File: config.mk
export PLATFORM = sky130hd
export DESIGN_NAME = rxim_ctrl
export DESIGN_NICKNAME = d
export VERILOG_FILES = /design/src/rtl/rxim_pkg.sv /design/src/rtl/rxim_delay_timer.sv /design/src/rtl/rxim_low_cmp.sv /design/src/rtl/rxim_ctrl.sv
export SDC_FILE = /design/constraint.sdc
export NUM_CORES = 1
export LEC_CHECK = 0
export ABC_CLOCK_PERIOD_IN_PS = 2600
export BUFFER_PORTS_ARGS = -buffer_cell sky130_fd_sc_hd__buf_2
export CORE_UTILIZATION = 35
export DETAILED_ROUTE_END_ITERATION = 7
export PLACE_DENSITY = 0.58
export SYNTH_ARGS = -nofsm -noshare
export SYNTH_HDL_FRONTEND = slang
export SYNTH_SLANG_ARGS = --single-unit
export TNS_END_PERCENT = 20
File: constraint.sdc
create_clock -name clk -period 2.6 [get_ports clk]
set_input_delay 0.13 -clock clk [delete_from_list [all_inputs] [get_ports clk]]
set_output_delay 0.13 -clock clk [all_outputs]
set_load 0.1 [all_outputs]
File: src/rtl/rxim_pkg.sv
package rxim_pkg;

   typedef enum logic [1:0] {
      LOW_HALF    = 2'd0,
      LOW_QUARTER = 2'd1,
      LOW_EIGHTH  = 2'd2,
      LOW_OFF     = 2'd3
   } low_sel_e;

   localparam int NUM_TIMERS = 2;
   localparam int TMR_PKT    = 0;   // restarting
   localparam int TMR_ABS    = 1;   // non-restarting

endpackage

File: src/rtl/rxim_delay_timer.sv
module rxim_delay_timer #(
   parameter int W       = 8,
   parameter bit RESTART = 1'b1
) (
   input  logic         clk,
   input  logic         rst_n,
   input  logic         tick,
   input  logic         start,
   input  logic [W-1:0] dly,
   output logic         fire,
   output logic         running
);

   if (W < 1) begin : g_bad_w
      $error("rxim_delay_timer: W must be at least 1");
   end

   localparam logic [W-1:0] ONE = W'(1);

   logic [W-1:0] cnt;
   logic         run;
   logic         dly_on;
   logic         load;

   assign dly_on = (dly != '0);

   if (RESTART) begin : g_restart
      assign load = start && dly_on;
   end else begin : g_fixed
      assign load = start && dly_on && !run;
   end

   assign fire    = run && dly_on && tick && (cnt == ONE) && !load;
   assign running = run;

   always_ff @(posedge clk) begin
      if (!rst_n) begin
         run <= 1'b0;
         cnt <= '0;
      end else if (!dly_on) begin
         run <= 1'b0;
         cnt <= '0;
      end else if (load) begin
         run <= 1'b1;
         cnt <= dly;
      end else if (fire) begin
         run <= 1'b0;
         cnt <= '0;
      end else if (run && tick) begin
         cnt <= cnt - ONE;
      end
   end

   AST_RUN_CNT_LIVE: assert property (@(posedge clk) disable iff (!rst_n)
      run |-> (cnt != '0));

   AST_HOLD_NO_TICK: assert property (@(posedge clk) disable iff (!rst_n)
      (run && dly_on && !tick && !start) |=> ($stable(cnt) && run));

   AST_CANCEL_STOPS: assert property (@(posedge clk) disable iff (!rst_n)
      (!dly_on) |=> !run);

   if (RESTART) begin : g_ast_restart
      AST_PKT_RELOAD: assert property (@(posedge clk) disable iff (!rst_n)
         (start && dly_on) |=> (run && cnt == $past(dly)));
   end else begin : g_ast_fixed
      AST_ABS_NO_EXTEND: assert property (@(posedge clk) disable iff (!rst_n)
         (run && dly_on) |=> (cnt <= $past(cnt)));
   end

endmodule

File: src/rtl/rxim_low_cmp.sv
module rxim_low_cmp
   import rxim_pkg::*;
#(
   parameter int DESC_W = 12
) (
   input  logic [1:0]        sel,
   input  logic [DESC_W-1:0] desc_left,
   input  logic [DESC_W-1:0] ring_len,
   output logic              hit
);

   if (DESC_W < 2) begin : g_bad_w
      $error("rxim_low_cmp: DESC_W must be at least 2");
   end

   localparam int XW = DESC_W + 3;

   logic [XW-1:0] d_ext;
   logic [XW-1:0] r_ext;

   assign d_ext = XW'(desc_left);
   assign r_ext = XW'(ring_len);

   always_comb begin
      unique case (low_sel_e'(sel))
         LOW_HALF:    hit = (d_ext << 1) <= r_ext;
         LOW_QUARTER: hit = (d_ext << 2) <= r_ext;
         LOW_EIGHTH:  hit = (d_ext << 3) <= r_ext;
         default:     hit = 1'b0;
      endcase
   end

endmodule

File: src/rtl/rxim_ctrl.sv
module rxim_ctrl
   import rxim_pkg::*;
#(
   parameter int DLY_W  = 8,
   parameter int LEN_W  = 14,
   parameter int DESC_W = 12
) (
   input  logic              clk,
   input  logic              rst_n,
   input  logic              mod_tick,
   input  logic              frame_done,
   input  logic              frame_eop,
   input  logic [LEN_W-1:0]  frame_len,
   input  logic              fifo_empty,
   input  logic [DESC_W-1:0] desc_left,
   input  logic [DESC_W-1:0] ring_len,
   input  logic [DLY_W-1:0]  pkt_dly,
   input  logic [DLY_W-1:0]  abs_dly,
   input  logic [LEN_W-1:0]  small_thr,
   input  logic [1:0]        low_sel,
   output logic              rxt_irq,
   output logic              small_irq,
   output logic              low_irq,
   output logic              wb_req
);

   if (LEN_W < 1 || DLY_W < 1) begin : g_bad_w
      $error("rxim_ctrl: widths must be at least 1");
   end

   logic                  qual;
   logic                  imm;
   logic                  low_hit;
   logic [DLY_W-1:0]      dly_arr  [NUM_TIMERS];
   logic [NUM_TIMERS-1:0] tmr_fire;
   logic [NUM_TIMERS-1:0] tmr_run;

   assign qual = frame_done && frame_eop;
   assign imm  = qual && (pkt_dly == '0) && (abs_dly == '0);

   assign dly_arr[TMR_PKT] = pkt_dly;
   assign dly_arr[TMR_ABS] = abs_dly;

   for (genvar i = 0; i < NUM_TIMERS; i++) begin : g_tmr
      rxim_delay_timer #(
         .W       (DLY_W),
         .RESTART (i == TMR_PKT)
      ) u_tmr (
         .clk     (clk),
         .rst_n   (rst_n),
         .tick    (mod_tick),
         .start   (qual),
         .dly     (dly_arr[i]),
         .fire    (tmr_fire[i]),
         .running (tmr_run[i])
      );
   end

   rxim_low_cmp #(.DESC_W(DESC_W)) u_low (
      .sel       (low_sel),
      .desc_left (desc_left),
      .ring_len  (ring_len),
      .hit       (low_hit)
   );

   always_ff @(posedge clk) begin
      if (!rst_n) begin
         rxt_irq   <= 1'b0;
         small_irq <= 1'b0;
         low_irq   <= 1'b0;
         wb_req    <= 1'b0;
      end else begin
         rxt_irq   <= imm || (|tmr_fire);
         small_irq <= qual && (frame_len <= small_thr);
         low_irq   <= qual && low_hit;
         wb_req    <= frame_done && ((desc_left == '0) || fifo_empty);
      end
   end

   AST_SMALL_NEEDS_EOP: assert property (@(posedge clk) disable iff (!rst_n)
      small_irq |-> $past(frame_done && frame_eop));

   AST_LOW_NEEDS_EOP: assert property (@(posedge clk) disable iff (!rst_n)
      low_irq |-> $past(frame_done && frame_eop));

   AST_WB_NEEDS_FRAME: assert property (@(posedge clk) disable iff (!rst_n)
      wb_req |-> $past(frame_done));

   AST_IMM_CAUSE: assert property (@(posedge clk) disable iff (!rst_n)
      (frame_done && frame_eop && pkt_dly == '0 && abs_dly == '0) |=> rxt_irq);

   AST_RXT_SOURCE: assert property (@(posedge clk) disable iff (!rst_n)
      rxt_irq |-> ($past(frame_done && frame_eop) || $past(|tmr_run)));

endmodule

==> results of run 1 <==
routing by layer:
layer	share of wire (%)	wire length, µm
met5	0	0
met4	0.81	50
met3	3.8	234
met2	48	2970
met1	48	2940
area by class of cell:
class                   count  area, µm²  area share [%]
repair buffers             80        403            13.8
flip-flops and latches     22        440            15.1
well taps                  77       96.3            3.31
clock buffers               4       55.1            1.89
multi-input cells         251       1810            62.1
inverters                  29        109            3.74
sequential cells by signal (all words and copies together), names as in the netlist:
signal and flops:
g_tmr.u_tmr.cnt 16, g_tmr.u_tmr.running 2, low_irq 1, rxt_irq 1
small_irq 1, wb_req 1
power by group:
part           internal [mW]  switching, mW
registers              0.362         0.0277
clock network          0.135          0.120
logic                  0.179          0.219
total                  0.676          0.367
per-stage QoR:
| stage | power [mW] | hold WS [ps] |
|---|---|---|
| 6_report | 1.04 | 79.3 |
| 3_5_place_dp | 0.791 | 375 |
| 2_1_floorplan | 0.653 | 237 |
| 3_3_place_gp | 0.789 | 370 |
| 5_1_grt | 1.13 | 90.6 |
| 4_1_cts | 1.05 | 75.7 |
worst max-delay path: cells and delay by family, from the launching register on:
kind | cells | cell delay (ps)
compound gates | 2 | 300
flops | 1 | 360
simple gates | 4 | 1160
Yosys cell counts (6+ instances only):
library cell              instances
sky130_fd_sc_hd__nor2_1          23
sky130_fd_sc_hd__a21o_1           6
sky130_fd_sc_hd__ha_1            48
sky130_fd_sc_hd__nor3_1          14
sky130_fd_sc_hd__a22oi_1          8
sky130_fd_sc_hd__nor4_1           7
sky130_fd_sc_hd__nand4_1         10
sky130_fd_sc_hd__nand3_1          8
sky130_fd_sc_hd__o21ai_0          8
sky130_fd_sc_hd__a21oi_1         26
sky130_fd_sc_hd__o21ai_1          7
sky130_fd_sc_hd__nand2_1         28
sky130_fd_sc_hd__dfxtp_1         22
sky130_fd_sc_hd__inv_1           29
logic make-up after synthesis:
| group | share of synthesized area (%) |
|---|---|
| DFF | 18.4 |
| adders and majority gates | 25.1 |
| and+or+nand+nor | 27.1 |
| xor gates and xnor gates | 0.734 |
| AOI/OAI and AO/OA | 22.6 |
| buffers and inverters | 5.97 |
cell usage in the layout (no fill, tap or decap), types with 6 or more instances in the layout:
master / count
sky130_fd_sc_hd__a21o_1: 6
sky130_fd_sc_hd__a21oi_1: 26
sky130_fd_sc_hd__a22oi_1: 8
sky130_fd_sc_hd__buf_2: 79
sky130_fd_sc_hd__dfxtp_1: 22
sky130_fd_sc_hd__ha_1: 48
sky130_fd_sc_hd__inv_1: 29
sky130_fd_sc_hd__nand2_1: 28
sky130_fd_sc_hd__nand3_1: 8
sky130_fd_sc_hd__nand4_1: 10
sky130_fd_sc_hd__nor2_1: 23
sky130_fd_sc_hd__nor3_1: 14
sky130_fd_sc_hd__nor4_1: 7
sky130_fd_sc_hd__o21ai_0: 8
sky130_fd_sc_hd__o21ai_1: 7
worst paths after layout:
| check | start | endpoint | slack, ps | cells past startpoint |
|---|---|---|---|---|
| max | g_tmr[1].u_tmr.cnt[2] | g_tmr[1].u_tmr.cnt[5] | 700 | 6 |
| min | low_sel[1] | low_irq | 80 | 2 |
| max reg2reg | g_tmr[1].u_tmr.cnt[2] | g_tmr[1].u_tmr.cnt[5] | 700 | 6 |
| min reg2reg | g_tmr[0].u_tmr.cnt[3] | g_tmr[0].u_tmr.cnt[3] | 520 | 2 |
==> metrics.log, run 1 <==
INFO  metric run_status = completed
INFO  metric post_synth_num_cell_types = 51
INFO  metric dr_drc_count = 0
INFO  metric synth_async_sr_flop_share = 0%
INFO  metric number_of_global_route_vias_before_repair = 2328
INFO  metric pins_over_their_slew_limit = 0
INFO  metric routed_via_density = 5.35
INFO  metric antenna_cells = 0
INFO  metric area_delta_synth_final = 21.8%
INFO  metric synth_seq_cells = 22
INFO  metric die_height = 84.6 µm
INFO  metric final.fill_count = 668
INFO  metric max_stage_delay_on_crit_path = 420 ps
INFO  metric cts_made_buffers = 3
INFO  metric synthesis.yosys.warnings = 0
INFO  metric global_route.usage.met1 = 23.0%
INFO  metric postCtsHoldBufs = 0
INFO  metric ctsLongestPathBuffers = 2
INFO  metric syn-instance-count = 308
INFO  metric cts_repair_resize_count = 0
INFO  metric largest_driver_fanout_on_the_critical_path = 9
INFO  metric clock_latency_on_the_worst_skew_pair = 270 ps
INFO  metric synthesis.area = 2390 µm²
INFO  metric global_route.usage.met2 = 30.3%
INFO  metric tritoncts = yes
INFO  metric htree_num_levels = 1
INFO  metric portBuffers = 79
INFO  metric setup.worst_path.class = flip-flop to flip-flop
INFO  metric cts_post_setup_buffers_inserted = 0
INFO  metric antenna_violating_nets_post_route = 0
INFO  metric grt_use_met3 = 1.87%
INFO  metric die_area = 7160 µm²
INFO  metric gr-total-overflow = 0
INFO  metric start_util = 37.0%
INFO  metric routabilityCongestion = 0.816
INFO  metric finish.net_count = 511
INFO  metric drt-wirelength-per-cell = 13.4 µm
INFO  metric power_leakage = 1.44 nW
INFO  metric power_density = 359 nW/µm²
INFO  metric library_cell_occupying_the_most_area_in_the_post_synthesis_netlist = sky130_fd_sc_hd__ha_1
INFO  metric final_layout_size_suffix_gt1_share = 23.8%
INFO  metric wirelength = 6190 µm
INFO  metric crit_path_end_kind = flip-flop
INFO  metric timing.critical_path.cells = or3_4 -> nor4_4 -> o21ai_2 -> nand2b_1 -> a21oi_1 -> nor3_1
INFO  metric postSynthNetCount = 432
INFO  metric arrival = 2090 ps
INFO  metric cp_data_required_time = 2790 ps
INFO  metric dp_hpwl = 5130 µm
INFO  metric finalClockSkew = 1.86 ps
INFO  metric via_count = 2475
INFO  metric synthesis.area_per_instance = 7.76 µm²
INFO  metric tns = 0 ps
INFO  metric path_category_of_the_worst_min_delay_check = primary input to flip-flop
INFO  metric clock_slew_seen_by_the_registers_of_the_worst_setup_and_hold_paths = 80 ps
INFO  metric post-route-worst-setup-slack = 701 ps
INFO  metric io_pins = 80
INFO  metric synth_top_cell_area_share = 25.1%
INFO  metric globalRoute.busiestLayer = met2
INFO  metric number_of_flops_mapped_to_enable_cells_by_yosys = 0
INFO  metric placement_rows = 29
INFO  metric preCtsSetupSlack = 678 ps
INFO  metric synth.area.top_cells = sky130_fd_sc_hd__ha_1 (25%), sky130_fd_sc_hd__dfxtp_1 (18%), sky130_fd_sc_hd__a21oi_1 (5.4%), sky130_fd_sc_hd__inv_1 (4.6%), sky130_fd_sc_hd__nand2_1 (4.4%)
INFO  metric final_std_cells_w_o_fill = 463
INFO  metric dp_cells = 459
INFO  metric cts.root.buffer_cell = sky130_fd_sc_hd__clkbuf_8
INFO  metric slowest_stage = sky130_fd_sc_hd__or3_4
INFO  metric maxSlewHeadroom = 58.1%
INFO  metric cts_sinks = 22
INFO  metric finalCoreUtilization = 45.0%
INFO  metric post-route-period-util = 73.1%
INFO  metric design_area = 2910 µm²
INFO  metric core = 6460 µm²
INFO  metric max_slew.worst_pin.slew = 623 ps
INFO  metric dpl_cell_area = 2850 µm²
INFO  metric synth_flop_cell = sky130_fd_sc_hd__dfxtp_1
INFO  metric detailedRoute.firstPassIterationCount = 4
INFO  metric cap_viol_max_count = 0
INFO  metric rsz0062_at_grt = no
INFO  metric yosysSeqAreaShare = 18.4%
INFO  metric critPathLaunchType = flip-flop
INFO  metric grt_start_max_net_pins = 14
INFO  metric grt_usage = 17.4%
INFO  metric final_hold_vio_count = 0
INFO  metric die_width = 84.6 µm
INFO  metric vdd_drop_max = 0.143 mV
INFO  metric antenna_violations_before_repair = 0
INFO  metric global_route_wire_length_before_repair = 10300 µm
INFO  metric detailedRoute.firstIterationViolations = 93
INFO  metric timing.final.setup_violations = 0
INFO  metric timing.fmax = 0.526 GHz
INFO  metric timing.final.crit_period = 1900 ps
Note: power is estimated with default switching activity, not from simulation.
==> inputs of run 2 (changes only) <==
--- a/config.mk
+++ b/config.mk
@@ -5,11 +5,11 @@
 export SDC_FILE = /design/constraint.sdc
 export NUM_CORES = 1
 export LEC_CHECK = 0
-export ABC_CLOCK_PERIOD_IN_PS = 2600
+export ABC_CLOCK_PERIOD_IN_PS = 1550
 export BUFFER_PORTS_ARGS = -buffer_cell sky130_fd_sc_hd__buf_2
 export CORE_UTILIZATION = 35
 export DETAILED_ROUTE_END_ITERATION = 7
-export PLACE_DENSITY = 0.58
+export PLACE_DENSITY = 0.6
 export SYNTH_ARGS = -nofsm -noshare
 export SYNTH_HDL_FRONTEND = slang
 export SYNTH_SLANG_ARGS = --single-unit
==> constraint.sdc (replaced) <==
create_clock -name clk -period 1.55 [get_ports clk]
set_input_delay 0.0775 -clock clk [delete_from_list [all_inputs] [get_ports clk]]
set_output_delay 0.0775 -clock clk [all_outputs]
set_load 0.1 [all_outputs]
==> run 2 against run 1 <==
  * The flow now finishes with violations (design-rule violations, negative setup slack)
  * Sequential cell count stayed put
  * Hold slack worse by 27 ps
  * Combinational power is 110% higher
  * Final area is 17% higher
  * Register-to-register slack worse by 750 ps
  * Sequential share of layout area is 2.1 points lower
  * Power is 97% higher
  * Clock skew hardly changed
  * Critical path type unchanged
  * Largest cell class unchanged
  * Largest power group unchanged
==> metrics.log, run 2 (synthesis results as in run 1) <==
INFO  metric clock_slew_seen_by_the_registers_of_the_worst_setup_and_hold_paths = 90 ps (about the same)
INFO  metric max_slew.worst_pin.slew = 497 ps (-126 ps)
INFO  metric cap_viol_max_count = 0 (unchanged)
INFO  metric tritoncts = yes
INFO  metric cp_data_required_time = 1700 ps (-1090 ps)
INFO  metric final_hold_vio_count = 0 (unchanged)
INFO  metric timing.final.crit_period = 1600 ps (-303 ps)
INFO  metric largest_register = g_tmr.u_tmr.cnt
INFO  metric ctsLongestPathBuffers = 2 (unchanged)
INFO  metric grt_start_max_net_pins = 14 (unchanged)
INFO  metric placement_rows = 29 (unchanged)
INFO  metric antenna_violations_before_repair = 0 (unchanged)
INFO  metric detailedRoute.firstPassIterationCount = 8 (+4)
INFO  metric grt_usage = 18.9% (+1.5 points)
INFO  metric via_count = 2675 (+8.1%)
INFO  metric setup.worst_path.class = flip-flop to flip-flop
INFO  metric routed_via_density = 5.23 (-2.1%)
INFO  metric path_category_of_the_worst_min_delay_check = primary input to flip-flop
INFO  metric io_pins = 80 (unchanged)
INFO  metric critPathLaunchType = flip-flop
INFO  metric dr_drc_count = 2 (+2)
INFO  metric antenna_violating_nets_post_route = 0 (unchanged)
INFO  metric global_route_wire_length_before_repair = 11200 µm (+8.2%)
INFO  metric die_area = 7160 µm² (unchanged)
INFO  metric design_area = 3410 µm² (+17%)
INFO  metric die_height = 84.6 µm (unchanged)
INFO  metric worst-path-buf-inv = 2 (+2)
INFO  metric crit_family = simple AND/OR/NAND/NOR gates
INFO  metric pins_over_their_slew_limit = 0 (unchanged)
INFO  metric rr_startpoint = g_tmr[1].u_tmr.cnt[1]
INFO  metric clock_latency_on_the_worst_skew_pair = 270 ps (about the same)
INFO  metric worstHoldStart = frame_done
INFO  metric cts.root.buffer_cell = sky130_fd_sc_hd__clkbuf_8
INFO  metric violations = design-rule violations, negative setup slack
INFO  metric routabilityCongestion = 0.822 (+0.66%)
INFO  metric area_delta_synth_final = 42.9%
INFO  metric worst_hold_path.endpoint = wb_req
INFO  metric postCtsHoldBufs = 0 (unchanged)
INFO  metric wirelength = 6660 µm (+7.5%)
INFO  metric most_frequent_standard_cell_in_the_layout_excluding_fill_and_tap_cells = sky130_fd_sc_hd__buf_2
INFO  metric rsz0062_at_grt = yes
INFO  metric vdd_drop_max = 0.234 mV (+64%)
INFO  metric htree_num_levels = 1 (unchanged)
INFO  metric timing.fmax = 0.627 GHz (+19%)
INFO  metric timing.final.setup_violations = 9 (+9)
INFO  metric maxSlewHeadroom = 67.1% (+9.0 points)
INFO  metric power_leakage = 1.70 nW (+18%)
INFO  metric antenna_cells = 0 (unchanged)
INFO  metric portBuffers = 79 (unchanged)
INFO  metric power_density = 601 nW/µm² (+68%)
INFO  metric largest_register_ffs = 16 (unchanged)
INFO  metric whs_path_depth = 3 (+1)
INFO  metric dpl_cell_area = 3230 µm² (+13%)
INFO  metric worst_r2r_endpoint = g_tmr[1].u_tmr.cnt[7]
INFO  metric start_util = 37.0% (unchanged)
INFO  metric final_layout_size_suffix_gt1_share = 37.8% (+14 points)
INFO  metric run_status = finished with violations
INFO  metric drt-wirelength-per-cell = 13.0 µm (-2.6%)
INFO  metric cts_made_buffers = 3 (unchanged)
INFO  metric largest_driver_fanout_on_the_critical_path = 8 (-1)
INFO  metric layout_common_cells = sky130_fd_sc_hd__buf_2 (79), sky130_fd_sc_hd__buf_4 (47), sky130_fd_sc_hd__ha_1 (46)
INFO  metric dp_hpwl = 5410 µm (+5.5%)
INFO  metric preCtsSetupSlack = -269 ps (-947 ps)
INFO  metric slowest_stage = sky130_fd_sc_hd__dfxtp_2
INFO  metric r2r_cells = 8 (+2)
INFO  metric gr-total-overflow = 0 (unchanged)
INFO  metric core = 6460 µm² (unchanged)
INFO  metric arrival = 1740 ps (-350 ps)
INFO  metric post-route-period-util = 103% (+30 points)
INFO  metric number_of_global_route_vias_before_repair = 2569 (+10%)
INFO  metric reg2reg_slack = -50 ps (-750 ps)
INFO  metric finalClockSkew = 2.26 ps (+0.393 ps)
INFO  metric max_stage_delay_on_crit_path = 330 ps (-90 ps)
INFO  metric post-route-worst-setup-slack = -46.1 ps (-747 ps)
INFO  metric cts_sinks = 22 (unchanged)
INFO  metric die_width = 84.6 µm (unchanged)
INFO  metric crit_path_end_kind = flip-flop
INFO  metric finish.net_count = 559 (+9.4%)
INFO  metric timing.critical_path.cells = inv_2 -> ha_4 -> nand4b_1 -> nor4_4 -> o21ai_2 -> buf_4 -> a22oi_1 -> nor3_1
INFO  metric detailedRoute.firstIterationViolations = 123 (+32%)
-- run 2: where the power goes --
part	switching [mW]	internal, mW
sequential	0.0381	0.609
combinational	0.433	0.422
clock	0.204	0.345
total	0.674	1.38
-- run 2: worst min-delay path, stage by stage --
cell and delay, ps:
sky130_fd_sc_hd__buf_2 110, sky130_fd_sc_hd__nand2_1 60, sky130_fd_sc_hd__nor2_1 30
-- run 2: per-stage QoR --
stage	hold slack (ps)	setup TNS [ps]	utilization (%)	power, mW	std cells
final	52.5	-215	52.8	2.05	511
after global routing	59.3	-1450	52.8	2.20	511
after CTS	44.8	-416	51.5	2.03	510
after detailed placement	341	-395	50.0	1.46	506
after global placement	338	-339	50.0	1.44	506
after floorplan	185	-65.9	-	1.10	308
-- run 2: layout make-up --
class / count / area [µm²]
Clock inverter: 1 / 30.0
Timing Repair Buffer: 128 / 779
Multi-Input combinational cell: 251 / 1910
Tap cell: 77 / 96.3
Fill cell: 605 / 3050
Sequential cell: 22 / 444
Inverter: 29 / 109
Clock buffer: 3 / 41.3
-- run 2: how the worst max path moves through the flow --
stage                                startpoint               endpoint  slack [ps]  depth (start not counted)
final                     g_tmr[1].u_tmr.cnt[1]  g_tmr[1].u_tmr.cnt[7]         -50                          8
after global routing      g_tmr[1].u_tmr.cnt[1]  g_tmr[1].u_tmr.cnt[5]        -170                          9
after CTS                 g_tmr[1].u_tmr.cnt[2]  g_tmr[1].u_tmr.cnt[2]         -70                          7
after detailed placement           desc_left[7]                low_irq        -270                          8
after global placement             desc_left[7]                low_irq        -190                          8
after floorplan           g_tmr[0].u_tmr.cnt[1]  g_tmr[0].u_tmr.cnt[6]         -50                          7
-- run 2: what timing repair did --
item / CTS / global route
buffers inserted: 0 / 1
hold endpoints to repair: 0 / 0
resized for setup: 5 / 22
endpoints found under the setup margin: 10 / 17
pin swaps: 4 / 12
-- run 2: routing by layer --
metal  part of all wire [%]  wire length (µm)  GRT usage, %  vias to the layer above
met5                      0                 0             0                        -
met4                   0.95                63          4.62                        0
met3                    3.5               236          1.57                        6
met2                     47              3120          32.2                       67
met1                     49              3230          25.7                     1191
li1                       -                 -             -                     1411
==> inputs of run 3 (changes only) <==
--- a/config.mk
+++ b/config.mk
@@ -8,8 +8,10 @@
 export ABC_CLOCK_PERIOD_IN_PS = 1550
 export BUFFER_PORTS_ARGS = -buffer_cell sky130_fd_sc_hd__buf_2
 export CORE_UTILIZATION = 35
+export CTS_BUF_LIST = sky130_fd_sc_hd__clkbuf_2 sky130_fd_sc_hd__clkbuf_4 sky130_fd_sc_hd__clkbuf_8
 export DETAILED_ROUTE_END_ITERATION = 7
 export PLACE_DENSITY = 0.6
+export RECOVER_POWER = 50
 export SYNTH_ARGS = -nofsm -noshare
 export SYNTH_HDL_FRONTEND = slang
 export SYNTH_SLANG_ARGS = --single-unit
==> run 3 against run 2 <==
  * The run still ends with design-rule violations, negative setup slack left
  * Clock power is essentially flat
  * Final area is the same
  * Register-to-register slack is essentially flat
  * Sequential cell count is the same
  * Critical path depth is the same
  * Via count grew 0.41%
==> metrics.log, run 3 (synthesis results as in run 1) <==
INFO  metric run_status = finished with violations
INFO  metric violations = design-rule violations, negative setup slack
INFO  metric timing.final.setup_violations = 9 (unchanged)
INFO  metric die_width = 84.6 µm (unchanged)
INFO  metric antenna_violations_before_repair = 0 (unchanged)
INFO  metric arrival = 1740 ps (about the same)
INFO  metric power_density = 600 nW/µm² (-0.11%)
INFO  metric cts.root.buffer_cell = sky130_fd_sc_hd__clkbuf_8
INFO  metric portBuffers = 79 (unchanged)
INFO  metric grt_usage = 18.9% (unchanged)
INFO  metric die_height = 84.6 µm (unchanged)
INFO  metric start_util = 37.0% (unchanged)
INFO  metric clock_latency_on_the_worst_skew_pair = 270 ps (about the same)
INFO  metric r2r_cells = 8 (unchanged)
INFO  metric die_area = 7160 µm² (unchanged)
INFO  metric worst_r2r_endpoint = g_tmr[1].u_tmr.cnt[7]
INFO  metric rsz0062_at_grt = yes
INFO  metric finish.net_count = 559 (unchanged)
INFO  metric placement_rows = 29 (unchanged)
INFO  metric area_delta_synth_final = 42.9% (unchanged)
INFO  metric finalClockSkew = 3.13 ps (+0.869 ps)
INFO  metric max_stage_delay_on_crit_path = 330 ps (about the same)
INFO  metric antenna_violating_nets_post_route = 0 (unchanged)
INFO  metric gr-total-overflow = 0 (unchanged)
INFO  metric largest_register = g_tmr.u_tmr.cnt
INFO  metric htree_num_levels = 1 (unchanged)
INFO  metric via_count = 2686 (+0.41%)
INFO  metric wirelength = 6650 µm (about the same)
INFO  metric timing.final.crit_period = 1600 ps (-0.189 ps)
INFO  metric timing.critical_path.from = g_tmr[1].u_tmr.cnt[1]
INFO  metric timing.critical_path.cells = inv_2 -> ha_4 -> nand4b_1 -> nor4_4 -> o21ai_2 -> buf_4 -> a22oi_1 -> nor3_1
INFO  metric detailedRoute.firstIterationViolations = 121 (-1.6%)
INFO  metric grt_start_max_net_pins = 14 (unchanged)
INFO  metric cap_viol_max_count = 0 (unchanged)
INFO  metric final_hold_vio_count = 0 (unchanged)
INFO  metric power_leakage = 1.69 nW (-0.19%)
INFO  metric layout_common_cells = sky130_fd_sc_hd__buf_2 (75), sky130_fd_sc_hd__ha_1 (46), sky130_fd_sc_hd__buf_4 (46)
INFO  metric max_slew.worst_pin.slew = 553 ps (+55.9 ps)
INFO  metric report.power.total = 2.05 mW (-0.11%)
INFO  metric reg2reg_slack = -50 ps (about the same)
INFO  metric cp_data_required_time = 1700 ps (about the same)
INFO  metric rr_startpoint = g_tmr[1].u_tmr.cnt[1]
INFO  metric io_pins = 80 (unchanged)
INFO  metric largest_register_ffs = 16 (unchanged)
INFO  metric post-route-worst-setup-slack = -45.9 ps (+0.189 ps)
INFO  metric postCtsHoldBufs = 0 (unchanged)
INFO  metric post-route-period-util = 103% (about the same)
INFO  metric tritoncts = yes
INFO  metric preCtsSetupSlack = -269 ps (unchanged)
INFO  metric vdd_drop_max = 0.234 mV (about the same)
INFO  metric most_frequent_standard_cell_in_the_layout_excluding_fill_and_tap_cells = sky130_fd_sc_hd__buf_2
INFO  metric timing.fmax = 0.627 GHz (about the same)
INFO  metric antenna_cells = 0 (unchanged)
INFO  metric path_category_of_the_worst_min_delay_check = primary input to flip-flop
INFO  metric final_layout_size_suffix_gt1_share = 37.8% (unchanged)
INFO  metric pins_over_their_slew_limit = 0 (unchanged)
INFO  metric dp_hpwl = 5410 µm (unchanged)
INFO  metric maxSlewHeadroom = 63.3% (-3.8 points)
INFO  metric dr_drc_count = 2 (unchanged)
INFO  metric cts_made_buffers = 3 (unchanged)
INFO  metric setup.worst_path.class = flip-flop to flip-flop
INFO  metric ctsLongestPathBuffers = 2 (unchanged)
INFO  metric routed_via_density = 5.26 (+0.41%)
INFO  metric worst_setup_path_end = g_tmr[1].u_tmr.cnt[7]
INFO  metric routabilityCongestion = 0.822 (unchanged)
INFO  metric drt-wirelength-per-cell = 13.0 µm (about the same)
INFO  metric clock_slew_seen_by_the_registers_of_the_worst_setup_and_hold_paths = 90 ps (about the same)
INFO  metric crit_path_end_kind = flip-flop
INFO  metric detailedRoute.firstPassIterationCount = 8 (unchanged)
INFO  metric core = 6460 µm² (unchanged)
INFO  metric largest_driver_fanout_on_the_critical_path = 8 (unchanged)
INFO  metric slowest_stage = sky130_fd_sc_hd__dfxtp_2
INFO  metric critPathLaunchType = flip-flop
INFO  metric number_of_global_route_vias_before_repair = 2569 (unchanged)
INFO  metric global_route_wire_length_before_repair = 11200 µm (unchanged)
INFO  metric cts_sinks = 22 (unchanged)
==> run 3: cell count changes in the layout (fill, tap and decap cells not counted) <==
| cell | previous run | this run |
|---|---|---|
| sky130_fd_sc_hd__clkbuf_2 | 0 | 4 |
| sky130_fd_sc_hd__clkbuf_4 | 0 | 1 |
| sky130_fd_sc_hd__buf_2 | 79 | 75 |
| sky130_fd_sc_hd__buf_4 | 47 | 46 |
==> run 3: worst max-delay path: cells and delay by family, from the launching register on <==
family / cells / cell delay, ps
AO/OA/AOI/OAI: 2 / 260
adder cells (fa/ha/maj): 1 / 130
buffers and inverters: 2 / 250
flip-flops: 1 / 330
AND/OR/NAND/NOR: 3 / 500
==> run 3: timing repair <==
item	4_1_cts	5_1_grt
setup buffers	0	1
resized for setup	5	22
setup endpoints to repair	10	17
pin swaps	4	12
==> run 3: layout make-up <==
class | instances | area [µm²]
fill | 605 | 3050
multi-input combinational | 251 | 1910
timing repair buffer | 128 | 779
sequential | 22 | 444
inverter | 29 | 109
tap | 77 | 96.3
clock buffer | 3 | 41.3
clock inverter | 1 | 30.0
==> run 3: metal layers <==
layer  up-vias  wire [µm]  global-route usage (%)
met1      1195       3170                    25.7
met4         0         65                    4.62
met3         6        273                    1.57
li1       1413          -                       -
met5         -          0                       0
met2        72       3140                    32.2
==> run 3: worst min path at each step <==
stage / cells after the start / start / to / slack, ps
2_1_floorplan: 1 / low_sel[0] / low_irq / 180
3_3_place_gp: 3 / frame_done / wb_req / 340
3_5_place_dp: 3 / frame_done / wb_req / 340
4_1_cts: 2 / low_sel[1] / low_irq / 40
5_1_grt: 2 / low_sel[1] / low_irq / 60
6_report: 3 / frame_done / wb_req / 50
==> run 3: where the power goes <==
part,switching (mW),internal [mW]
clock,0.202,0.345
combinational,0.432,0.422
sequential,0.0384,0.609
total,0.672,1.38
==> run 3: stage by stage <==
step / util, % / TNS (ps) / std cells / area, µm² / hold WS [ps]
2_1_floorplan: - / -65.9 / 308 / 2400 / 185
3_3_place_gp: 50.0 / -339 / 506 / 3230 / 338
3_5_place_dp: 50.0 / -395 / 506 / 3230 / 341
4_1_cts: 51.5 / -416 / 510 / 3330 / 44.8
5_1_grt: 52.8 / -1450 / 511 / 3410 / 59.3
6_report: 52.8 / -206 / 511 / 3410 / 52.9
